### src/rtl/sync_rx_pkg.sv
package sync_rx_pkg;
  typedef enum logic {PH_LOW = 1'b0, PH_HIGH = 1'b1} sck_phase_e;
endpackage

### src/rtl/sync_rx_baud.sv
module sync_rx_baud import sync_rx_pkg::*; #(
  parameter int unsigned DIV_W = 8
) (
  input  logic             clk_i,
  input  logic             rst_ni,
  input  logic             run_i,
  input  logic [DIV_W-1:0] div_i,
  output logic             sck_o,
  output logic             fall_o
);
  logic [DIV_W-1:0] cnt_q;
  sck_phase_e       ph_q;

  always_ff @(posedge clk_i or negedge rst_ni) begin
    if (!rst_ni) begin
      cnt_q <= '0;
      ph_q  <= PH_LOW;
    end else if (!run_i) begin
      cnt_q <= div_i;
      ph_q  <= PH_LOW;
    end else if (cnt_q == '0) begin
      cnt_q <= div_i;
      ph_q  <= (ph_q == PH_LOW) ? PH_HIGH : PH_LOW;
    end else begin
      cnt_q <= cnt_q - 1'b1;
    end
  end

  assign sck_o  = (ph_q == PH_HIGH);
  assign fall_o = run_i && (cnt_q == '0) && (ph_q == PH_HIGH);
endmodule

### src/rtl/sync_rx_shift.sv
module sync_rx_shift #(
  parameter int unsigned DATA_W = 8
) (
  input  logic            clk_i,
  input  logic            rst_ni,
  input  logic            run_i,
  input  logic            fall_i,
  input  logic            sdi_i,
  input  logic            nine_i,
  output logic            done_o,
  output logic [DATA_W:0] word_o
);
  localparam int unsigned CNT_W = $clog2(DATA_W + 1);

  logic [CNT_W-1:0] bit_q;
  logic [DATA_W:0]  sh_q, word_c;
  logic [CNT_W-1:0] last_c;

  assign last_c = nine_i ? CNT_W'(DATA_W) : CNT_W'(DATA_W - 1);

  always_comb begin
    word_c        = sh_q;
    word_c[bit_q] = sdi_i;
    if (!nine_i) word_c[DATA_W] = 1'b0;
  end

  assign done_o = fall_i && (bit_q == last_c);
  assign word_o = word_c;

  always_ff @(posedge clk_i or negedge rst_ni) begin
    if (!rst_ni) begin
      bit_q <= '0;
      sh_q  <= '0;
    end else if (!run_i) begin
      bit_q <= '0;
    end else if (fall_i) begin
      sh_q  <= word_c;
      bit_q <= done_o ? '0 : bit_q + 1'b1;
    end
  end
endmodule

### src/rtl/sync_rx_fifo.sv
module sync_rx_fifo #(
  parameter int unsigned W     = 9,
  parameter int unsigned DEPTH = 2
) (
  input  logic         clk_i,
  input  logic         rst_ni,
  input  logic         push_i,
  input  logic [W-1:0] data_i,
  input  logic         pop_i,
  output logic [W-1:0] data_o,
  output logic         full_o,
  output logic         empty_o
);
  localparam int unsigned PTR_W = (DEPTH > 1) ? $clog2(DEPTH) : 1;
  localparam int unsigned CNT_W = $clog2(DEPTH + 1);

  logic [W-1:0]     mem_q [DEPTH];
  logic [PTR_W-1:0] wr_q, rd_q;
  logic [CNT_W-1:0] cnt_q;
  logic             do_push, do_pop;

  assign full_o  = (cnt_q == CNT_W'(DEPTH));
  assign empty_o = (cnt_q == '0);
  assign do_push = push_i && !full_o;
  assign do_pop  = pop_i && !empty_o;
  assign data_o  = mem_q[rd_q];

  function automatic logic [PTR_W-1:0] nxt(input logic [PTR_W-1:0] p);
    return (p == PTR_W'(DEPTH - 1)) ? '0 : p + 1'b1;
  endfunction

  always_ff @(posedge clk_i or negedge rst_ni) begin
    if (!rst_ni) begin
      wr_q  <= '0;
      rd_q  <= '0;
      cnt_q <= '0;
      for (int i = 0; i < DEPTH; i++) mem_q[i] <= '0;
    end else begin
      if (do_push) begin
        mem_q[wr_q] <= data_i;
        wr_q        <= nxt(wr_q);
      end
      if (do_pop) rd_q <= nxt(rd_q);
      cnt_q <= cnt_q + CNT_W'(do_push) - CNT_W'(do_pop);
    end
  end
endmodule

### src/rtl/sync_rx_master.sv
module sync_rx_master #(
  parameter int unsigned DIV_W  = 8,
  parameter int unsigned DATA_W = 8,
  parameter int unsigned DEPTH  = 2
) (
  input  logic              clk_i,
  input  logic              rst_ni,
  input  logic              port_en_i,
  input  logic              master_i,
  input  logic              sync_i,
  input  logic              cont_en_i,
  input  logic              single_set_i,
  input  logic              nine_bit_i,
  input  logic              irq_en_i,
  input  logic [DIV_W-1:0]  baud_div_i,
  input  logic              rd_i,
  input  logic              sdi_i,
  output logic              sck_o,
  output logic              single_en_o,
  output logic [DATA_W-1:0] rd_data_o,
  output logic              rd_bit9_o,
  output logic              done_o,
  output logic              irq_o,
  output logic              overrun_o
);
  localparam int unsigned WORD_W = DATA_W + 1;

  logic              single_q, ovr_q, run, fall, word_done, full, empty;
  logic [WORD_W-1:0] word, head;

  assign run = port_en_i && master_i && sync_i && (cont_en_i || single_q) && !ovr_q;

  sync_rx_baud #(.DIV_W(DIV_W)) u_baud (
    .clk_i, .rst_ni, .run_i(run), .div_i(baud_div_i), .sck_o, .fall_o(fall)
  );

  sync_rx_shift #(.DATA_W(DATA_W)) u_shift (
    .clk_i, .rst_ni, .run_i(run), .fall_i(fall), .sdi_i, .nine_i(nine_bit_i),
    .done_o(word_done), .word_o(word)
  );

  sync_rx_fifo #(.W(WORD_W), .DEPTH(DEPTH)) u_fifo (
    .clk_i, .rst_ni, .push_i(word_done), .data_i(word), .pop_i(rd_i),
    .data_o(head), .full_o(full), .empty_o(empty)
  );

  always_ff @(posedge clk_i or negedge rst_ni) begin
    if (!rst_ni) begin
      single_q <= 1'b0;
      ovr_q    <= 1'b0;
    end else begin
      if (single_set_i)   single_q <= 1'b1;
      else if (word_done) single_q <= 1'b0;
      if (word_done && full) ovr_q <= 1'b1;
      else if (!cont_en_i)   ovr_q <= 1'b0;
    end
  end

  assign single_en_o = single_q;
  assign overrun_o   = ovr_q;
  assign rd_data_o   = head[DATA_W-1:0];
  assign rd_bit9_o   = head[DATA_W];
  assign done_o      = !empty;
  assign irq_o       = done_o && irq_en_i;
endmodule

### config.mk
export PLATFORM = sky130hd
export DESIGN_NAME = sync_rx_master
export DESIGN_NICKNAME = d
export VERILOG_FILES = /design/src/rtl/sync_rx_pkg.sv /design/src/rtl/sync_rx_baud.sv /design/src/rtl/sync_rx_shift.sv /design/src/rtl/sync_rx_fifo.sv /design/src/rtl/sync_rx_master.sv
export SDC_FILE = /design/constraint.sdc
export NUM_CORES = 1
export LEC_CHECK = 0
export ABC_CLOCK_PERIOD_IN_PS = 2600
export BUFFER_PORTS_ARGS = -buffer_cell sky130_fd_sc_hd__buf_4
export CAP_MARGIN = 20
export CORE_MARGIN = 2
export CORE_UTILIZATION = 40
export DETAILED_ROUTE_END_ITERATION = 8
export GPL_TIMING_DRIVEN = 0
export PLACE_DENSITY = 0.7
export SYNTH_ARGS = -nofsm -noshare
export SYNTH_HDL_FRONTEND = slang
export SYNTH_SLANG_ARGS = --single-unit
### constraint.sdc
create_clock -name clk_i -period 2.6 [get_ports clk_i]
set_input_delay 0.26 -clock clk_i [delete_from_list [all_inputs] [get_ports clk_i]]
set_output_delay 0.26 -clock clk_i [all_outputs]
set_load 0.005 [all_outputs]
# ---- Yosys cells after proc, flatten, opt, wreduce, memory -nomap -nowiden
# Cells that the tools add are included.
dict set report classes {
  n_addsub 6
  bitwise_logic 2
  shift 0
  eq_ne 5
  magnitude_cmp 5
  div_mod_pow 0
  n_reduce_logical 21
  n_mul 0
  muxes 25
}
# operator count
set ops {}
lappend ops {{9-bit two-way mux} 4}
lappend ops {{18-bit bitwise mux} 1}
lappend ops {{4-bit two-way mux} 4}
lappend ops {{8-bit two-way mux} 2}
lappend ops {{1-bit logical AND} 13}
lappend ops {{1-bit two-way mux} 11}
lappend ops {{9-bit bitwise mux} 1}
lappend ops {{9-bit demux with 1-bit select} 1}
lappend ops {{8-bit zero test} 1}
lappend ops {{8-bit by 1-bit subtractor with 8-bit output, second input constant} 1}
lappend ops {{4-bit by 5-bit < comparator with 1-bit output, second input constant} 1}
lappend ops {{4-bit by 1-bit adder with 4-bit output, second input constant} 1}
lappend ops {{1-bit demux with 4-bit select} 1}
lappend ops {{4-bit equality test} 1}
lappend ops {{2-bit >= comparator, second input constant} 2}
lappend ops {{4-bit by 1-bit >= comparator with 1-bit output, second input constant} 1}
lappend ops {{2-bit by 1-bit != test with 1-bit output, second input constant} 2}
lappend ops {{1-bit inverter with 2-bit output} 2}
lappend ops {{1-bit zero test} 3}
lappend ops {{1-bit adder, second input constant} 2}
lappend ops {{2-bit by 1-bit adder with 2-bit output} 1}
lappend ops {{2-bit equality test, second input constant} 1}
lappend ops {{2-bit zero test} 1}
lappend ops {{2-bit by 1-bit < comparator with 1-bit output, second input constant} 1}
lappend ops {{other kinds (5)} 5}
dict set report word_totals {
  rom_bits 0
  ram_bits 0
  ff_bits 46
  inputBits 19
  elab_cells 75
  mem_count 0
  latchBits 0
}

# ---- Depth between registers and ports, before layout
dict set report logic_depth {
  depth_word 10
  depth_mapped 8
  depth_no_buf 7
}

# ---- Hierarchy
# A second synthesis with hierarchy kept.
dict set report unflattened {
  cells_unflattened 209
  area_unflattened_um2 2458.6
}
# mod seq_area_each_um2 cells_each n_inst area_each_um2
set modules_own_cells {}
lappend modules_own_cells {sync_rx_fifo 550.5 66 1 1022.2}
lappend modules_own_cells {sync_rx_shift 325.3 82 1 840.8}
lappend modules_own_cells {sync_rx_baud 225.2 51 1 498.0}
lappend modules_own_cells {sync_rx_master 50.0 10 1 97.6}

# ---- Worst setup path before layout
# Ideal clock, no wire load.
dict set report synth_timing {
  path_kind {reg-to-reg}
  startpoint {register u_baud.cnt_q[0]}
  endpoint {register u_fifo.mem_q[10] in the netlist's numbering}
  period_less_slack_ns 1.908
  path_stages_with_launch 9
  path_buffers 1
  arrival_time_ns 1.783
  path_slack_ns 0.692
  setup_ns 0.125
  t_required_ns 2.475
  cell_sequence {dfrtp_1 -> inv_1 -> ha_1 -> nor4b_2 -> and4_1 -> buf_6 -> nand3_4 -> nor2_8 -> mux2_4}
}
dict set report synth_between {
  elab_chain_cells 5
}
# item line_no
set synth_rtl {}
lappend synth_rtl {{start: declaration} sync_rx_baud.sv:11} ;# logic [DIV_W-1:0] cnt_q;
lappend synth_rtl {{start signal: assignment} sync_rx_baud.sv:19} ;# cnt_q <= div_i;
lappend synth_rtl {{start signal: assignment} sync_rx_baud.sv:22} ;# cnt_q <= div_i;
lappend synth_rtl {{start signal: assignment} sync_rx_baud.sv:25} ;# cnt_q <= cnt_q - 1'b1;
lappend synth_rtl {{8-bit zero test} sync_rx_baud.sv:30} ;# assign fall_o = run_i && (cnt_q == '0) && (ph_q == PH_HIGH);
lappend synth_rtl {{1-bit logical AND (2 in a row)} sync_rx_baud.sv:30}
lappend synth_rtl {{1-bit logical AND} sync_rx_shift.sv:27} ;# assign done_o = fall_i && (bit_q == last_c);
lappend synth_rtl {{1-bit logical AND} sync_rx_fifo.sv:24} ;# assign do_push = push_i && !full_o;
lappend synth_rtl {{end signal: indexed assignment} sync_rx_fifo.sv:40} ;# mem_q[wr_q] <= data_i;
lappend synth_rtl {{end: declaration} sync_rx_fifo.sv:17} ;# logic [W-1:0] mem_q [DEPTH];
# No other way between the ends.
# A chain may end at the register's enable or synchronous reset.

# ---- Worst setup path after layout
dict set report layout_timing {
  startpoint {register u_baud.cnt_q[0]}
  endpoint {register u_fifo.mem_q[16] in the netlist's numbering}
}
# The elaborated chain is that of the path after synthesis.

==> out/metrics.csv <==
stage,metric,value,unit
setup_path,cp_num_buf_inv,2,
setup_path,path_cells,inv_1 -> ha_1 -> nor4b_2 -> and4_1 -> buf_6 -> nand3_4 -> nor2_8 -> mux2_4,
clock_tree,clkTransAtPathRegs,0.08,ns
sta,setup-violations-final,0,
yosys,yosys_warnings,0,
drt,totalWireLength,4440,um
sta,rsz0062_at_grt,no,
sta,max_slew_margin,58.1,%
finish,fin_nets,281,
sta,whs,0.133,ns
drt,wl_per_cell,13.4,um
drt,dr_total_vias,1676,
yosys,ys_seq_elements,46,
clock_tree,cts_root_buffer,clkbuf_8,
power,intPower,1.09,mW
clock_tree,cts_buffers,5,
outcome,status,completed,
min_path,hold_start,single_set_i,
power,switching_share,27.0,%
finish,final_cell_mix,"dfrtp_1 (46), nand2_1 (45), buf_4 (32), mux2_2 (28), nor2_1 (11)",
setup_path,slowest_stage,dfrtp_1,
clock_tree,htreeDepth,2,
sta,worst_pin_slew,0.629,ns
global_route,grt_max_degree,47,
floorplan,io_pins,33,
yosys,yosysSeqAreaShare,47.3,%
clock_tree,cts_max_path_buffers,2,
sta,fmax,476,MHz
clock_tree,cts_tree,built,
yosys,synth_cells,215,
floorplan,initial_core_util,41.3,%
yosys,syn_area,2430,um^2
sta,finalHoldViolCount,0,
min_path,worstHoldPathType,in2reg,
power,pwr-share-clk,30.7,%
global_route,grt_first_pass_wirelength,7670,um
yosys,synthDistinctLibCells,34,
setup_path,required,2.79,ns
power,p_seq_share,52.3,%
setup_path,criticalPathCategory,reg2reg,
floorplan,num_rows,28,
setup_path,worstPathArrival,2.29,ns
clock_tree,clock_latency,0.30,ns
power,switching_power,0.402,mW
setup_path,critical_path.max_fanout,9,
sta,setup_tns,0,ns
setup_path,timing.critical_path.from,u_baud.cnt_q[0],
clock_tree,clkSinkCount,46,
drt,drtIter0Drc,62,
floorplan,die_w,82.0,um
finish,syn_to_final_growth,18.1,%
floorplan,coreArea,5890,um^2
placement,post-dp-hpwl,3150,um
yosys,synth_nets,241,
power,peakVddDrop,0.249,mV
global_route,gr-usage-all-layers,15.2,%
sta,period_needed,2.10,ns
global_route,grt_pass1_vias,1621,
power,p_leak,1.40,nW
finish,diodes,0,
finish,drive_gt1_share,35.2,%
setup_path,r2r_start,u_baud.cnt_q[0],
floorplan,fp.dieArea,6720,um^2
global_route,grt_antenna_before_repair,0,
power,p_comb_share,17.1,%
placement,io_buffer_count,32,
floorplan,die_y,82.0,um
sta,finalCritPeriodShare,80.8,%
yosys,syn_area_per_cell,11.3,um^2
setup_path,setup.worst_path.end_class,flip-flop,
setup_path,path_delay_family,simple AND/OR/NAND/NOR gates,
placement,finalWeightedCongestion,0.789,
sta,fin_skew,0.00847,ns
power,cellPowerDensity,518,nW/um^2
flow_run,max_cap_viol_count,0,
setup_path,critical_path.max_stage_delay,0.40,ns
drt,first_pass_iters,4,
sta,maxSlewViolCount,0,
drt,drc,0,
drt,antenna_left,0,
finish,final_common_cell,dfrtp_1,
global_route,overflow,0,
drt,avgViaCountPerCell,5.06,
setup_path,critPathLaunchType,flip-flop,
-- area by class of cell --
cell class,count,area [um^2]
fillers,555,3020
multi-input cells,158,1230
flip-flops and latches,46,1150
repair buffers,33,250
well taps,75,93.8
clock buffers,6,82.6
plain buffers,5,28.8
inverters,6,22.5
clock inverters,2,12.5
-- cells in the mapped netlist --
library cell | n | area (um^2)
a21o_1 | 1 | 7.51
a21oi_1 | 8 | 40.0
a31oi_1 | 1 | 6.26
and2_1 | 3 | 18.8
and4_1 | 1 | 8.76
and4b_1 | 1 | 10.0
buf_2 | 2 | 10.0
buf_6 | 1 | 11.3
clkbuf_1 | 2 | 7.51
dfrtp_1 | 46 | 1150
ha_1 | 7 | 87.6
inv_1 | 6 | 22.5
mux2_2 | 28 | 315
mux2_4 | 9 | 135
mux2i_1 | 3 | 30.0
nand2_1 | 45 | 169
nand3_1 | 2 | 10.0
nand3_4 | 1 | 17.5
nand3b_1 | 2 | 15.0
nand4_1 | 1 | 6.26
nand4_4 | 1 | 21.3
nand4b_1 | 1 | 8.76
nor2_1 | 11 | 41.3
nor2_8 | 1 | 20.0
nor2b_1 | 3 | 18.8
nor3_1 | 3 | 15.0
nor4_1 | 2 | 12.5
nor4b_2 | 3 | 45.0
o21ai_0 | 4 | 20.0
o2bb2ai_4 | 1 | 27.5
or2_2 | 3 | 18.8
or3_1 | 1 | 6.26
xnor2_1 | 6 | 52.6
xor2_1 | 5 | 43.8
-- flip-flops by register name (all words and copies together) (netlist names) --
register and cells:
u_shift.sh_q 9, u_baud.sck_o 1, u_fifo.mem_q 18, single_en_o 1
u_shift.bit_q 4, u_fifo.wr_q 1, u_fifo.rd_q 1, overrun_o 1
u_fifo.cnt_q 2, u_baud.cnt_q 8
-- through the flow --
stage	cell area [um^2]	instances	setup slack, ns	utilization (%)	power (mW)
global placement	2770	322	0.501	47.0	1.04
finish	2870	331	0.499	48.8	1.49
detailed placement	2770	322	0.492	47.0	1.05
global route	2870	331	0.347	48.8	1.58
CTS	2870	331	0.483	48.8	1.51
floorplan	2430	215	0.692	-	0.952
-- worst paths after layout --
path	cells past startpoint	slack [ns]	to
worst max register to register	8	0.50	u_fifo.mem_q[16]
worst min-delay path	2	0.13	single_en_o
worst max-delay path	8	0.50	u_fifo.mem_q[16]
worst min register to register	2	0.47	u_shift.sh_q[2]
max in group asynchronous	2	1.71	u_shift.bit_q[1]
min in group asynchronous	2	0.49	u_fifo.mem_q[11]
-- per-layer routing --
metal	vias to the layer above	global-route usage, %	wire length, um
li1	811	-	-
met1	838	20.0	2020
met2	22	24.6	2230
met3	5	3.30	121
met4	0	5.50	63
met5	-	0	0
-- what timing repair did --
item	4_1_cts	5_1_grt
setup buffers	0	0
gates resized for setup	0	0
hold buffers	1	0
endpoints found under the hold margin	46	0
-- power by group through the flow --
stage                     registers (mW)  clock network (mW)  logic [mW]
final                              0.778               0.456       0.254
after global routing               0.785               0.508       0.284
after CTS                          0.778               0.472       0.261
after detailed placement           0.792                   0       0.258
after global placement             0.789                   0       0.255
after floorplan                    0.785                   0       0.167
-- logic make-up (layout without fill, tap and decap cells) --
group | count (synthesis) | in the layout | synth area share (%)
and+or+nand+nor | 85 | 85 | 19.0
buffers and inverters | 11 | 52 | 2.11
adders and majority gates | 7 | 7 | 3.60
DFF | 46 | 46 | 47.3
muxes | 40 | 40 | 19.8
AOI/OAI and AO/OA | 15 | 15 | 4.17
xor gates and xnor gates | 11 | 11 | 3.96
-- worst reg2reg max path, cell delays in order, from the launching register on --
cell,delay (ns)
dfrtp_1,0.40
inv_1,0.12
ha_1,0.17
nor4b_2,0.21
and4_1,0.24
buf_6,0.13
nand3_4,0.12
nor2_8,0.27
mux2_4,0.34
(Power assumes the default switching activity.)
